**src/rtl/shift1_pkg.sv**
```systemverilog
package shift1_pkg;

  // Operation select {shift_en, shift_left}
  typedef enum logic [1:0] {
    OP_HOLD_A = 2'b00,
    OP_HOLD_B = 2'b01,
    OP_RIGHT  = 2'b10,
    OP_LEFT   = 2'b11
  } shift_op_e;

  // Bit that enters at the MSB on a right move
  function automatic logic right_fill(input logic msb, input logic signed_mode);
    return signed_mode & msb;
  endfunction

  // Signed doubling overflows when the two top input bits disagree
  function automatic logic sign_escape(input logic top, input logic next);
    return top ^ next;
  endfunction

endpackage

```
**src/rtl/shift1_fill.sv**
```systemverilog
module shift1_fill (
  input  logic msb_in,
  input  logic arith_mode,
  output logic fill_bit
);
  import shift1_pkg::*;

  always_comb begin
    fill_bit = right_fill(msb_in, arith_mode);
  end
endmodule

```
**src/rtl/shift1_lane.sv**
```systemverilog
module shift1_lane (
  input  logic [1:0] op_sel,
  input  logic       self_bit,
  input  logic       from_above,
  input  logic       from_below,
  output logic       lane_out
);
  import shift1_pkg::*;

  shift_op_e op;

  always_comb begin
    op = shift_op_e'(op_sel);
    unique case (op)
      OP_HOLD_A: lane_out = self_bit;
      OP_HOLD_B: lane_out = self_bit;
      OP_RIGHT:  lane_out = from_above;
      OP_LEFT:   lane_out = from_below;
      default:   lane_out = self_bit;
    endcase
  end
endmodule

```
**src/rtl/shift1_ovf.sv**
```systemverilog
module shift1_ovf (
  input  logic top_bit,
  input  logic next_bit,
  input  logic signed_left,
  output logic ovf
);
  import shift1_pkg::*;

  always_comb begin
    ovf = signed_left & sign_escape(top_bit, next_bit);
  end
endmodule

```
**src/rtl/shift1_unit.sv**
```systemverilog
module shift1_unit #(
  parameter int WIDTH = 4
) (
  input  logic [WIDTH-1:0] din,
  input  logic             shift_en,
  input  logic             shift_left,
  input  logic             arith_mode,
  output logic [WIDTH-1:0] dout,
  output logic             ovf_flag
);
  localparam int MSB = WIDTH - 1;

  // Named internal events for the checker
  logic [1:0] op_sel_w;
  logic       fill_bit_w;
  logic       signed_left_w;

  assign op_sel_w      = {shift_en, shift_left};
  assign signed_left_w = shift_en & shift_left & arith_mode;

  shift1_fill u_fill (
    .msb_in     (din[MSB]),
    .arith_mode (arith_mode),
    .fill_bit   (fill_bit_w)
  );

  for (genvar i = 0; i < WIDTH; i++) begin : g_lane
    logic above_w;
    logic below_w;

    if (i == MSB) begin : g_top
      assign above_w = fill_bit_w;
    end else begin : g_mid_hi
      assign above_w = din[i+1];
    end

    if (i == 0) begin : g_bot
      assign below_w = 1'b0;
    end else begin : g_mid_lo
      assign below_w = din[i-1];
    end

    shift1_lane u_lane (
      .op_sel     (op_sel_w),
      .self_bit   (din[i]),
      .from_above (above_w),
      .from_below (below_w),
      .lane_out   (dout[i])
    );
  end

  shift1_ovf u_ovf (
    .top_bit     (din[MSB]),
    .next_bit    (din[MSB-1]),
    .signed_left (signed_left_w),
    .ovf         (ovf_flag)
  );
endmodule

```
**config.mk**
```make
export PLATFORM = sky130hd
export DESIGN_NAME = shift1_unit
export DESIGN_NICKNAME = d
export VERILOG_FILES = /design/src/rtl/shift1_pkg.sv /design/src/rtl/shift1_fill.sv /design/src/rtl/shift1_lane.sv /design/src/rtl/shift1_ovf.sv /design/src/rtl/shift1_unit.sv
export SDC_FILE = /design/constraint.sdc
export NUM_CORES = 1
export LEC_CHECK = 0
export ABC_AREA = 0
export BUFFER_PORTS_ARGS = -buffer_cell sky130_fd_sc_hd__buf_4
export CAP_MARGIN = 10
export CORE_AREA = 2 2 39 41
export DETAILED_ROUTE_END_ITERATION = 10
export DIE_AREA = 0 0 41 43
export GPL_TIMING_DRIVEN = 0
export SLEW_MARGIN = 5
export SYNTH_ARGS = -nofsm -noshare
export SYNTH_HDL_FRONTEND = slang
export SYNTH_SLANG_ARGS = --single-unit
```
**constraint.sdc**
```tcl
create_clock -name vclk -period 1.4
set_input_delay 0 -clock vclk [all_inputs]
set_output_delay 0 -clock vclk [all_outputs]
set_load 0.1 [all_outputs]
```
; ---- Word level (Yosys, flattened, before mapping)
; Index checks and enable logic that the tools add are counted.
[word_totals]
ff_bits = 0
out_inout_bits = 5
inputBits = 7
[op_classes]
n_eq_ne = 3
bitwise_logic = 5
n_mux = 4
reduce_logical = 2
[op_table]
columns = op, count
row1 = $pmux 1 s3, 4
row2 = $and 1x1->1, 4
row3 = $eq 2x2->1 const B, 2
row4 = $eq 2x1->1 const B, 1
row5 = $logic_not 2->1, 1
row6 = $reduce_or 2->1, 1
row7 = $xor 1x1->1, 1

; ---- Longest topological paths before layout
; Gate-level depths: netlist (run 1).
[logic_depth]
word_depth = 3
ltp_mapped = 4

; ---- By module
; From an unflattened synthesis (run 1), not the netlist that was laid out.
[unflattened]
hier_cells = 17
hier_area_um2 = 106.4
[by_module_without_submodules]
columns = mod, instances, seq_area_each_um2, cells_per_inst, area_each_um2
row1 = shift1_lane, 4, 0.0, 3, 18.8
row2 = shift1_ovf, 1, 0.0, 2, 15.0
row3 = shift1_unit, 1, 0.0, 2, 10.0
row4 = shift1_fill, 1, 0.0, 1, 6.3

; ---- Worst setup path before layout (run 1)
; OpenSTA, ideal clock, no wires.
[synth_timing]
kind = input port to output port
startpoint = in shift_left
endpoint = out ovf_flag
t_required_ns = 1.400
setup_slack_ns = -0.083
arrival_ns = 1.483
stages = 3
path_cell_list = clkbuf_2 -> nand3_1 -> nor2_1
[synth_via]
elab_chain_len = 3
[synth_lines]
columns = element, line_no
row1 = "start, declared", shift1_unit.sv:6  ; input logic shift_left,
row2 = $and 1x1->1 (2 in series), shift1_unit.sv:19  ; assign signed_left_w = shift_en & shift_left & arith_mode;
row3 = $and 1x1->1, shift1_ovf.sv:10  ; ovf = signed_left & sign_escape(top_bit, next_bit);
row4 = "end, declared", shift1_unit.sv:9  ; output logic ovf_flag
; Every way passes these cells.

; ---- Final worst setup path (run 1)
[layout_timing]
startpoint = in shift_left
endpoint = out dout[3]
[layout_via]
elab_chain_len = 3
elab_cells_between_ends = 6
[layout_lines]
columns = element, line_no
row1 = $eq 2x1->1 or $logic_not 2->1 (tied branches), shift1_lane.sv:14  ; unique case (op)
row2 = $reduce_or 2->1 (no source line), -
row3 = $pmux 1 s3 *, shift1_lane.sv:14
row4 = "end, declared", shift1_unit.sv:8  ; output logic [WIDTH-1:0] dout,
; Mark *: on every way between the ends. The rest lies on a longest branch, timed or not.

==> results by stage, run 1 <==
Outcome:
- The run finished with clean final reports.

Critical path:
- In this design, the stage delay of the slowest critical-path cell is 0.27 ns.
- The critical path contains buffers and inverters numbering 3 combined.
- Counting stages on the worst path, the most repeated cell is buf_4.
- The kind of cell adding the most delay to the critical path is buffers and inverters.
- Tracing the worst setup path back leads to its startpoint at shift_left.
- The master of the slowest instance on the critical path is buf_4.
- The worst setup path is launched from an input pin.
- The data arrival time of the critical path is 0.81 ns.
- The endpoint required time on the critical path is 1.40 ns.
- The signal on the critical path passes through clkbuf_2 -> o21ai_0 -> a32o_1 -> buf_4 -> buf_4.
- The critical path start-end classification is in2out.
- The sort of element at the end of the critical path is an output port.
- The biggest fanout along the worst timing path is 6.

CTS:
- The count of instances resized after the clock tree is built is 0.
- The number of buffers inserted to repair setup after CTS is 0.
- The number of hold buffers added after CTS was 0.

Power:
- The clock share of power is 0%.
- The share of power burned in registers is 0%.
- The proportion of power drawn by combinational gates is 100.0%.
- The total leakage power is 0.0001181 µW.
- The power density over the cells is 661.5 nW/µm².
- Power comes to 150.6 µW.
- The net switching component of the power is 103.5 µW.
- The internal power of the cells is 47.16 µW.
- The worst-case IR drop observed on VDD is 71.11 µV.
- The switching share of power is 68.69%.

Global routing:
- The number of antenna violations at the first check in global routing is 0.
- The met2 usage is 5.938%.
- The aggregate global routing overflow is 0.
- The first global-routing pass estimated 420 µm of wire.
- Entering global routing, the biggest net connects 10 pins.
- For met1 alone, demand over resource in global routing was 2.848%.
- In this run the most used layer during global routing was met2.
- The via count of the first global-routing pass is 113.
- The total global routing track utilization is 3.197%.
- Global routing consumed, on the met3 layer, 2.094% of the routing resources.

STA:
- The final critical path time including I/O delays and setup is 0.8119 ns.
- The total count of max-transition violations in the final report is 0.
- The number of endpoints failing setup at the final stage is 0.
- Setup repair after global routing left no endpoint under its margin.
- The post-route clock period utilization is 58.00%.
- The worst setup margin is 0.5881 ns.
- The peak clock frequency supported by timing is 1.232 GHz.
- The transition at the pin with the smallest max-transition slack is 0.2824 ns.
- The setup TNS is 0 ns.
- The number of endpoints with negative hold slack in the final report was 0.
- The worst slew slack as a fraction of its limit is 81.33%.

Place:
- The congestion estimate from routability-driven global placement came to 0.4456.
- The total placed cells including tap cells is 47.
- At the placement stage, the worst setup path has a slack of 0.5936 ns.
- The count of input and output buffers is 10.
- The sum of net half-perimeters after detailed placement is 285.4 µm.
- Once placement finished, the instance area stood at 227.7 µm².

Layout:
- The proportion of layout cells with a drive suffix above 1 is 54.84%.
- The number of diodes added for antenna fixing is 0.
- In the final design database the tool counted 40 nets.
- The finished layout cell area is 227.7 µm².
- The filler-free cell count of the finished design is 47.
- The synthesis-to-layout area growth is 75.00%.
- The top cell types in the final layout, fill and taps aside, are 15 x buf_4, 2 x mux2i_1, 2 x nor2_1, 2 x a21oi_1, 2 x inv_1.
- The commonest non-fill, non-tap cell in the layout is buf_4.
- The design has 0 sequential cells.
- The combined flip-flop and latch cell area is 0 µm².
- Counting the clock-network buffers in the layout gives 0.

Synth:
- Multiplexer cells account for 15.38% of the synthesized area.
- The simple-gate share of the synthesized area is 15.38%.
- The number of warnings issued by yosys is 0.
- The dominant combinational cell family by area after synthesis is buffers and inverters.
- The cell area after technology mapping is 130.1 µm².
- The number of nets in the synthesized netlist is 28.
- Summing the areas of all xor and xnor instances in the mapped netlist gives 6.731% of the synthesized area.
- The share of the synthesized area in compound gates (AO/OA/AOI/OAI) is 24.04%.
- Synthesis produced 21 cells.
- The adder and majority gate portion of the synthesized area is 0%.
- The count of different cell masters after synthesis is 12.
- The sequential cell area fraction in the yosys report is 0%.
- The mean area per synthesized cell is 6.196 µm².

Routing:
- The count of antenna-violating nets left after detailed routing is 0.
- The count of TritonRoute iterations in the first routing pass is 4.
- The detail-routed via count per cell is 3.468.
- The routed wire length is 330 µm.
- For this run, design rule violations remaining after detail routing come to 0.
- After detailed routing, the average wire length per cell comes to 7.021 µm.
- The detailed router placed 163 vias in this run.
- The first-iteration detailed-routing DRC count is 5.

Run:
- The tool flagged a number of max-cap violations equal to 0.

Floorplanning:
- The die is 41 µm wide.
- The floorplan die area is 1763 µm².
- The cell row count is 14.
- The region available for standard cell placement spans 1384 µm².
- 12 I/O pins were placed.
- The initial cell density of the core is 9.403%.
- From bottom edge to top edge, the die measures 43 µm.

Hold path:
- The worst hold path belongs to the class in2out.
- The launch instance of the worst min-delay path is arith_mode.
-- final cells by class --
cell class,count,area [µm²]
plain buffers,6,42.54
fillers,154,1156
inverters,2,7.507
multi-input cells,13,82.58
well taps,16,20.02
repair buffers,10,75.07
-- synthesized netlist by cell type --
cell type	number	area, µm²
a21oi_1	2	10.01
a32o_1	1	10.01
buf_4	5	37.54
clkbuf_2	1	5.000
inv_1	2	7.510
mux2i_1	2	20.02
nand2_1	1	3.750
nand3_1	1	5.000
nor2_1	3	11.26
o21ai_0	1	5.000
o22ai_1	1	6.260
xnor2_1	1	8.760
-- power by group through the flow --
| stage | Clock, µW | Sequential (µW) | Combinational (µW) |
|---|---|---|---|
| final | 0 | 0 | 151 |
| after global routing | 0 | 0 | 158 |
| after CTS | 0 | 0 | 152 |
| after detailed placement | 0 | 0 | 151 |
| after global placement | 0 | 0 | 151 |
| after floorplan | 0 | 0 | 118 |
-- logic make-up (layout without fill, tap and decap cells) --
logic type,Yosys count,count (layout)
simple gates,5,5
compound gates,5,5
xor+xnor,1,1
mux,2,2
buf+inv,8,18
-- per-stage QoR --
stage / utilization [%] / hold WS (ns)
floorplan: - / 0.2554
global placement: 16.46 / 0.4351
detailed placement: 16.46 / 0.4384
CTS: 16.46 / 0.4387
global route: 16.46 / 0.4476
finish: 16.46 / 0.4348
-- worst paths after layout --
| check | cells past startpoint | end | slack, ns |
|---|---|---|---|
| worst max-delay path | 5 | dout[3] | 0.59 |
| worst min-delay path | 4 | ovf_flag | 0.43 |
-- per-layer routing --
metal | up-vias | wire [µm]
li1 | 86 | -
met1 | 65 | 111
met2 | 12 | 138
met3 | 0 | 79
met4 | 0 | 0
met5 | - | 0
Note: power is estimated with default switching activity, not from simulation.
==> inputs of run 2 (changes only) <==
==> constraint.sdc (replaced) <==
create_clock -name vclk -period 0.8
set_input_delay 0 -clock vclk [all_inputs]
set_output_delay 0 -clock vclk [all_outputs]
set_load 0.1 [all_outputs]
==> run 2 against run 1 <==
  * Combinational power is 91% higher
  * Global-route usage is 0.20 points higher
  * Wire length is 1.5% lower
  * Non-clock buffer count stayed put
  * Sequential share of layout area stayed put
  * Worst hold slack better by 0.035 ns
  * Flip-flop and latch count stayed put
  * Count of clock-buffer cells in the layout stayed put
  * Largest cell class unchanged
==> results by stage, run 2 (same netlist as run 1, synthesis figures left out) <==
Place:
- The sum of net half-perimeters after detailed placement is 282.3 µm (-1.1%).
- The routability congestion estimate from global placement was 0.4284 (-3.9%).
- The placement-stage worst setup slack is -0.02213 ns (-0.6157 ns).
- The count of input and output buffers came to 10 (unchanged).
- The post-place instance area came to 232.7 µm² (+2.2%).
- The total placed cells including tap cells is 47 (unchanged).

Run:
- The max-capacitance violation count is 0 (unchanged).

Floorplanning:
- The number of I/O pins was 12 (unchanged).
- The horizontal die dimension is 41 µm (unchanged).
- The height of the chip is 43 µm (unchanged).
- The floorplan die area is 1763 µm² (unchanged).
- The cell row count came to 14 (unchanged).
- The initial cell density of the core came to 9.403% (unchanged).
- The placeable core region is 1384 µm² (unchanged).

Routing:
- The count of TritonRoute iterations in the first routing pass is 2 (-2).
- The detail-routed via count per cell is 3.340 (-3.7%).
- The routed wire length is 325 µm (-1.5%).
- The residual DRC count is 0 (unchanged).
- The count of antenna-violating nets left after detailed routing came to 0 (unchanged).
- The detail-routed net length per standard cell was 6.915 µm (-1.5%).
- The first-iteration detailed-routing DRC count is 3 (-2).
- The vias after detailed routing is 157 (-3.7%).

Layout:
- The finished layout cell area is 251.5 µm² (+10%).
- The final-layout fill cell count is 153 (-0.65%).
- The synthesis-to-layout area growth is 93.27%.
- The number of diodes added for antenna fixing is 0 (unchanged).
- The filler-free cell count of the finished design was 47 (unchanged).
- Leaving out fill and tap cells, the most frequent cell in the layout is buf_4.
- The combined flip-flop and latch cell area was 0 µm² (unchanged).
- The proportion of layout cells with a drive suffix above 1 is 54.84% (unchanged).
- The sequential cell count is 0 (unchanged).
- The number of nets in the finished design is 40 (unchanged).
- The final design utilization is 18.17% (+1.7 points).
- The layout clock buffer count is 0 (unchanged).

Critical path:
- By startpoint and endpoint, the worst setup path is classified as in2out.
- The master of the slowest instance on the critical path is buf_8.
- The sort of element at the end of the critical path is an output port.
- The worst setup path is launched from an input pin.
- The endpoint required time on the critical path came to 0.80 ns (-0.60 ns).
- Traced cell by cell, the critical path runs through clkbuf_2 -> mux2i_1 -> a21oi_1 -> buf_4 -> buf_8.
- The combined buffer and inverter count along the critical path is 3 (unchanged).
- The biggest fanout along the worst timing path came to 6 (unchanged).
- The maximum cell stage delay along the critical path was 0.18 ns (-0.09 ns).
- The kind of cell adding the most delay to the critical path is buffers and inverters.
- The data arrival time of the critical path is 0.75 ns (-0.06 ns).

Global routing:
- The number of antenna violations at the first check in global routing is 0 (unchanged).
- The pin count of the biggest net entering global routing was 10 (unchanged).
- The total global routing track utilization was 3.397% (+0.20 points).
- The via count of the first global-routing pass is 129 (+14%).
- The aggregate global routing overflow is 0 (unchanged).
- The global-route wire length before repair was 462 µm (+10%).

Power:
- The power density over the cells was 1144 nW/µm² (+73%).
- The peak ir drop on the vdd network was 239.6 µV (+240%).
- The total leakage power is 0.0001250 µW (+5.8%).

STA:
- The transition at the pin with the smallest max-transition slack is 0.2583 ns (-0.02411 ns).
- The worst setup margin was 0.05327 ns (-0.5348 ns).
- The worst slew slack as a fraction of its limit was 82.65% (+1.3 points).
- The final critical path takes up 93.34% of the cycle.
- The total count of max-transition violations in the final report is 0 (unchanged).
- The peak clock frequency supported by timing is 1.339 GHz.
- The number of endpoints with negative hold slack in the final report was 0 (unchanged).
- For the finished layout, the period the worst path requires is 0.7467 ns.
- The number of endpoints failing setup at the final stage is 0 (unchanged).
- Setup repair after global routing left no endpoint under its margin.
- The final-layout worst hold slack is 0.4699 ns (+0.03502 ns).

Hold path:
- The type of the most critical hold path is in2out.

Outcome:
- The flow ran to the end, and the final reports show no timing, DRC or antenna violations.
## run 2: area by class of cell
| cell class | count | area [µm²] | area share [%] |
|---|---|---|---|
| Buffer | 6 | 42.54 | 16.92 |
| Inverter | 2 | 7.507 | 2.985 |
| Multi-Input combinational cell | 13 | 87.58 | 34.83 |
| Tap cell | 16 | 20.02 | 7.960 |
| Timing Repair Buffer | 10 | 93.84 | 37.31 |
## run 2: repair_timing
action / in CTS / in global routing
pin swaps: 0 / 0
setup endpoints to repair: 3 / 2
setup buffers: 0 / 0
hold buffers: 0 / 0
resized for setup: 3 / 3
## run 2: metrics by stage
step / setup TNS (ns) / total power, µW
6_report: 0 / 287.6
5_1_grt: 0 / 299.5
4_1_cts: 0 / 280.8
3_5_place_dp: -0.03512 / 268.9
3_3_place_gp: -0.02593 / 268.2
2_1_floorplan: 0 / 210.5
## run 2: path summary, 6_finish.rpt
path                  startpoint  endpoint  slack [ns]  cells after the start
worst max-delay path  shift_left   dout[2]        0.05                      5
worst min-delay path  arith_mode  ovf_flag        0.47                      4
## run 2: where the power goes
group	total, µW	leakage, µW	switching, µW	internal, µW
Sequential	0	0	0	0
Clock	0	0	0	0
Combinational	288	0.000125	189	99.0
## run 2: metal layers
metal | vias to the layer above | global-route usage, % | routed length, µm
met3 | 0 | 0 | 40
met4 | 0 | 0 | 0
li1 | 86 | - | -
met1 | 62 | 4.747 | 158
met5 | - | 0 | 0
met2 | 9 | 5.938 | 125
